[config.mk]
export PLATFORM = sky130hd
export DESIGN_NAME = sleep_wake_ctrl
export DESIGN_NICKNAME = d
export VERILOG_FILES = /design/src/rtl/slpwk_pkg.sv /design/src/rtl/slpwk_datapath.sv /design/src/rtl/slpwk_ctrl.sv /design/src/rtl/sleep_wake_ctrl.sv
export SDC_FILE = /design/constraint.sdc
export NUM_CORES = 1
export LEC_CHECK = 0
export CAP_MARGIN = 20
export CELL_PAD_IN_SITES_DETAIL_PLACEMENT = 0
export CELL_PAD_IN_SITES_GLOBAL_PLACEMENT = 2
export CORE_ASPECT_RATIO = 1.25
export CORE_MARGIN = 10
export CORE_UTILIZATION = 19
export DETAILED_ROUTE_END_ITERATION = 7
export PLACE_DENSITY_LB_ADDON = 0.1
export SLEW_MARGIN = 20
export SYNTH_ARGS = -nofsm -noshare
export SYNTH_HDL_FRONTEND = slang
export SYNTH_HIERARCHICAL = 1
export SYNTH_SLANG_ARGS = --single-unit
export TNS_END_PERCENT = 30
[constraint.sdc]
create_clock -name clk -period 2.5 [get_ports clk]
set_clock_uncertainty 0.05 [all_clocks]
set_input_delay 0.75 -clock clk [delete_from_list [all_inputs] [get_ports clk]]
set_output_delay 0.75 -clock clk [all_outputs]
set_load 0.01 [all_outputs]
[src/rtl/slpwk_pkg.sv]
package slpwk_pkg;

  typedef enum logic [1:0] {
    S_AWAKE = 2'd0,
    S_WFI   = 2'd1,
    S_WFE   = 2'd2
  } sleepState_e;

  // strobes from control to datapath
  typedef struct packed {
    logic setEvent;
    logic clrEvent;
  } ctrlStrobes_t;

endpackage

[src/rtl/slpwk_datapath.sv]
module slpwk_datapath
  import slpwk_pkg::*;
#(
  parameter int NUM_IRQ = 8
) (
  input  logic               clk,
  input  logic               rstN,
  input  logic [NUM_IRQ-1:0] irqPending,
  input  logic [NUM_IRQ-1:0] irqEnable,
  input  logic [NUM_IRQ-1:0] irqPreempt,
  input  logic               excTaken,
  input  logic               sevLocal,
  input  logic               evIn,
  input  logic               dbgReq,
  input  logic               dbgEn,
  input  logic               sevOnPend,
  input  logic               primask,
  input  ctrlStrobes_t       strobes,
  output logic               eventQ,
  output logic               eventNow,
  output logic               wakeWfi,
  output logic               wakeWfe
);

  logic [NUM_IRQ-1:0] maskedQ;
  logic [NUM_IRQ-1:0] risePend;
  logic [NUM_IRQ-1:0] preemptOk;

  // per-line edge detect and preemption eligibility
  for (genvar i = 0; i < NUM_IRQ; i++) begin : g_line
    always_ff @(posedge clk) begin
      if (!rstN) maskedQ[i] <= 1'b0;
      else       maskedQ[i] <= irqPending[i] & irqEnable[i];
    end
    assign risePend[i]  = irqPending[i] & irqEnable[i] & ~maskedQ[i];
    assign preemptOk[i] = irqPending[i] & irqEnable[i] & irqPreempt[i];
  end

  logic anyPreempt;
  logic anyRise;
  assign anyPreempt = |preemptOk;
  assign anyRise    = |risePend;
  assign eventNow   = sevLocal | evIn;

  // PRIMASK deliberately ignored for the interrupt-wait flavour
  assign wakeWfi = excTaken | anyPreempt | dbgReq;
  assign wakeWfe = excTaken | (anyPreempt & ~primask) | eventNow |
                   (dbgReq & dbgEn) | (sevOnPend & anyRise);

  always_ff @(posedge clk) begin
    if (!rstN)                 eventQ <= 1'b0;
    else if (strobes.clrEvent) eventQ <= 1'b0;
    else if (strobes.setEvent) eventQ <= 1'b1;
  end

  assert_latch_clear_R2: assert property (@(posedge clk) disable iff (!rstN)
    strobes.clrEvent |=> !eventQ);

  assert_latch_set_R8: assert property (@(posedge clk) disable iff (!rstN)
    (strobes.setEvent && !strobes.clrEvent) |=> eventQ);

endmodule

[src/rtl/slpwk_ctrl.sv]
module slpwk_ctrl
  import slpwk_pkg::*;
(
  input  logic         clk,
  input  logic         rstN,
  input  logic         wfiReq,
  input  logic         wfeReq,
  input  logic         eventQ,
  input  logic         eventNow,
  input  logic         wakeWfi,
  input  logic         wakeWfe,
  output ctrlStrobes_t strobes,
  output logic         coreClkEn,
  output logic         wakePulse
);

  sleepState_e state, stateNext;
  logic        wakeNext;

  always_comb begin
    stateNext = state;
    wakeNext  = 1'b0;
    strobes   = '0;
    unique case (state)
      S_AWAKE: begin
        if (wfiReq) begin
          stateNext        = S_WFI;
          strobes.setEvent = eventNow;
        end else if (wfeReq) begin
          if (eventQ || eventNow) strobes.clrEvent = 1'b1;
          else                    stateNext        = S_WFE;
        end else begin
          strobes.setEvent = eventNow;
        end
      end
      S_WFI: begin
        strobes.setEvent = eventNow;
        if (wakeWfi) begin
          stateNext = S_AWAKE;
          wakeNext  = 1'b1;
        end
      end
      S_WFE: begin
        if (wakeWfe) begin
          stateNext = S_AWAKE;
          wakeNext  = 1'b1;
        end
      end
      default: stateNext = S_AWAKE;
    endcase
  end

  always_ff @(posedge clk) begin
    if (!rstN) begin
      state     <= S_AWAKE;
      wakePulse <= 1'b0;
    end else begin
      state     <= stateNext;
      wakePulse <= wakeNext;
    end
  end

  assign coreClkEn = (state == S_AWAKE);

  assert_wake_single_R9: assert property (@(posedge clk) disable iff (!rstN)
    wakePulse |=> !wakePulse);

  assert_wake_with_clock_R9: assert property (@(posedge clk) disable iff (!rstN)
    $rose(coreClkEn) |-> wakePulse);

  assert_sleep_needs_request_R3: assert property (@(posedge clk) disable iff (!rstN)
    $fell(coreClkEn) |-> $past(wfiReq || wfeReq));

  assert_wfi_latches_event_R7: assert property (@(posedge clk) disable iff (!rstN)
    (state == S_WFI && eventNow && !wakeWfi) |=> (!coreClkEn && eventQ));

endmodule

[src/rtl/sleep_wake_ctrl.sv]
module sleep_wake_ctrl
  import slpwk_pkg::*;
#(
  parameter int NUM_IRQ = 8
) (
  input  logic               clk,
  input  logic               rstN,
  input  logic               wfiReq,
  input  logic               wfeReq,
  input  logic [NUM_IRQ-1:0] irqPending,
  input  logic [NUM_IRQ-1:0] irqEnable,
  input  logic [NUM_IRQ-1:0] irqPreempt,
  input  logic               excTaken,
  input  logic               sevLocal,
  input  logic               evIn,
  input  logic               dbgReq,
  input  logic               dbgEn,
  input  logic               sevOnPend,
  input  logic               primask,
  output logic               coreClkEn,
  output logic               wakePulse
);

  ctrlStrobes_t strobes;
  logic eventQ, eventNow, wakeWfi, wakeWfe;

  slpwk_datapath #(.NUM_IRQ(NUM_IRQ)) u_dp (
    .clk(clk), .rstN(rstN),
    .irqPending(irqPending), .irqEnable(irqEnable), .irqPreempt(irqPreempt),
    .excTaken(excTaken), .sevLocal(sevLocal), .evIn(evIn),
    .dbgReq(dbgReq), .dbgEn(dbgEn), .sevOnPend(sevOnPend), .primask(primask),
    .strobes(strobes), .eventQ(eventQ), .eventNow(eventNow),
    .wakeWfi(wakeWfi), .wakeWfe(wakeWfe)
  );

  slpwk_ctrl u_ctrl (
    .clk(clk), .rstN(rstN),
    .wfiReq(wfiReq), .wfeReq(wfeReq),
    .eventQ(eventQ), .eventNow(eventNow),
    .wakeWfi(wakeWfi), .wakeWfe(wakeWfe),
    .strobes(strobes), .coreClkEn(coreClkEn), .wakePulse(wakePulse)
  );

  assert_reset_awake_R1: assert property (@(posedge clk)
    !rstN |=> (coreClkEn && !wakePulse));

endmodule

==> flow_metrics.tcl <==
set metrics [dict create \
    status "finished, final reports clean" \
    overflow 0 \
    async_flop_share_pct 0 \
    dp_hpwl_mm 1.917 \
    switching_share_pct 23.89 \
    rsz0062_at_grt "false" \
    drv_cap 0 \
    cts_num_sinks 12 \
    critPathMaxFanout 3 \
    cts-root-buf "clkbuf_8" \
    setup-violations-final 0 \
    clkPwrFrac_pct 32.8 \
    internal-power_mw 0.3974 \
    drive_gt1_share_pct 9.917 \
    start_util_pct 19.89 \
    holdWs_ps 433.0 \
    ys_ff_latch 12 \
    max_freq_mhz 433.0 \
    grtUsageTotal_pct 7.653 \
    utilization_pct 35.05 \
    drc_errors 0 \
    clk_latency_ps 230 \
    setup_slack_ps 190.4 \
    cp.required_ps 2580 \
    port_buffers 36 \
    dieArea_um2 6153 \
    critPathBufInv 1 \
    wirelength_mm 2.277 \
    htreeDepth 1 \
    dr.pass1.iters 2 \
    gp_congestion 0.7420 \
    crit_arrival_ps 2390 \
    path_clk_slew_ps 50 \
    ys_top_cells_by_count "dfxtp_1, nand2_1, nand3_1" \
    grt_max_degree 14 \
    synth_edf_count 0 \
    dpl_worst_slack_ps -68.69 \
    fin_crit_ps 2310 \
    crit_path_max_incr_delay_ps 440 \
    grt_pass1_wl_mm 3.746 \
    fin_nets 162 \
    final_area_um2 1140 \
    ir_drop_mv 0.2249 \
    seqPwrFrac_pct 39.8 \
    critPathLaunchType "input port" \
    combPwrFrac_pct 27.5 \
    area_growth_syn_to_layout_pct 76.21 \
    p_per_area_nw_per_um2 458.1 \
    die-width_um 72.19 \
    yosysMostFrequentCell "dfxtp_1" \
    numCtsBuffers 3 \
    synthCells 76 \
    worstMarginPinSlew_ps 471.3 \
    seqCellArea_um2 240.2 \
    dieHeight_um 85.24 \
    worstSetupEndpointType "flop" \
    coreArea_um2 3252 \
    slowest_stage "clkdlybuf4s50_1" \
    netlist_area_um2 646.9 \
    synth_top_area_cell "dfxtp_1" \
    synth.avg_cell_area_um2 8.511 \
    worstSetupPathType "input port to flop" \
    antenna_found_initial 0 \
    maxSlewViolCount 0 \
    multi_input_area_um2 399.1 \
    ctsResizeCount 0 \
    slew-limit-headroom_pct 68.48 \
    pin_count 37 \
    yosysWarnings 6 \
    antenna_left 0 \
    cpLargestDelayFamily "compound AO/OA/AOI/OAI gates" \
    yosys-top-cells-area "dfxtp_1, ha_1, nand3_1" \
    hold_class "flop to flop" \
    drtIter0Drc 8 \
    routedWlPerCell_um 14.41 \
    synth_top_cell_area_share_pct 37.14 \
    antennaDiodeCount 0 \
    syn_nets 115 \
    vias 699 \
    std_cell_rows 23 \
    yosysSeqAreaShare_pct 37.14 \
    post_cts_buffers 0 \
    synth_cell_types 26 \
    grt_pass1_vias 767 \
    postCtsHoldBufs 0 \
    hold_viol 0 \
    vias_per_cell 4.424 \
    final.period_utilization_pct 92.38 \
    crit_chain "clkdlybuf4s50_1 -> nand2_1 -> o22ai_1 -> o41ai_2 -> o211ai_1 -> nand2b_1 -> o2111a_1 -> o211a_1" \
    ys.flop_type "dfxtp_1" \
    leakagePower_nw 0.4738 \
    placed_area_um2 1099 \
    n_fill_cell 349 \
    cts_tree "built" \
    p_sw_mw 0.1248 \
    cts_max_path_buffers 2 \
]
-- sequential cells by signal, summed over array words and instances, names as in the netlist --
| name | cells |
|---|---|
| u_dp/maskedQ | 8 |
| u_dp/eventQ | 1 |
| u_ctrl/state | 2 |
| u_ctrl/wakePulse | 1 |
-- path summary, 6_finish.rpt --
check | depth (start not counted) | endpoint | slack, ps | startpoint
max reg2reg | 6 | u_ctrl/state[1]$_SDFFE_PN0P_ | 910 | u_dp/maskedQ[0]$_SDFF_PN0_
min | 2 | u_ctrl/state[0]$_SDFFE_PN0P_ | 430 | u_ctrl/state[0]$_SDFFE_PN0P_
max | 8 | u_ctrl/state[1]$_SDFFE_PN0P_ | 190 | irqPending[0]
min reg2reg | 2 | u_ctrl/state[0]$_SDFFE_PN0P_ | 430 | u_ctrl/state[0]$_SDFFE_PN0P_
-- per-stage QoR --
stage	TNS [ps]	std cells	power, mW
floorplan	0	76	0.2664
global placement	-75.88	155	0.3563
detailed placement	-101.4	155	0.3561
CTS	0	158	0.5345
global route	0	158	0.5629
finish	0	158	0.5221
-- metal layers --
metal / up-vias / global-route usage, % / part of all wire [%]
met3: 2 / 2.914 / 7.6
met4: 0 / 3.704 / 1.1
met5: - / 0 / 0
met2: 24 / 12.67 / 47
met1: 302 / 8.256 / 44
li1: 371 / - / -
-- logic make-up after synthesis --
| kind of cell | count (synthesis) | share of synthesized area (%) |
|---|---|---|
| AO/OA/AOI/OAI | 12 | 15.48 |
| adder cells (fa/ha/maj) | 4 | 7.737 |
| buffers and inverters | 2 | 1.161 |
| flip-flops | 12 | 37.14 |
| multiplexers | 1 | 1.547 |
| AND/OR/NAND/NOR | 45 | 36.95 |
-- worst reg2reg max path: cells and delay by family (launching register included) --
family | cells | cell delay (ps)
AOI/OAI and AO/OA | 5 | 910
DFF | 1 | 310
and+or+nand+nor | 1 | 210
-- power groups by stage --
| stage | Combinational (mW) | Clock [mW] | Sequential [mW] |
|---|---|---|---|
| 6_report | 0.143 | 0.171 | 0.208 |
| 5_1_grt | 0.160 | 0.194 | 0.209 |
| 4_1_cts | 0.146 | 0.181 | 0.208 |
| 3_5_place_dp | 0.144 | 0 | 0.212 |
| 3_3_place_gp | 0.145 | 0 | 0.211 |
| 2_1_floorplan | 0.0560 | 0 | 0.210 |
-- layout by cell type, fill, tap and decap left out, drive strengths merged, types with 2 or more instances in the layout --
master / netlist / final
clkdlybuf4s50: 0 / 36
nor3b: 2 / 2
nor2: 5 / 5
buf: 0 / 6
nand2b: 2 / 2
inv: 2 / 2
ha: 4 / 4
nand2: 11 / 11
or2b: 2 / 2
nand4: 2 / 2
dfxtp: 12 / 12
clkbuf: 0 / 3
o22ai: 4 / 4
and3: 8 / 8
nand3: 10 / 10
-- layout make-up --
cell class	instances	share of cell area [%]
Sequential cell	12	21.08
Inverter	2	0.6586
Multi-Input combinational cell	62	35.02
Tap cell	37	4.061
Timing Repair Buffer	42	35.57
Clock buffer	3	3.622
No activity file was read; power rests on OpenSTA's default activity.
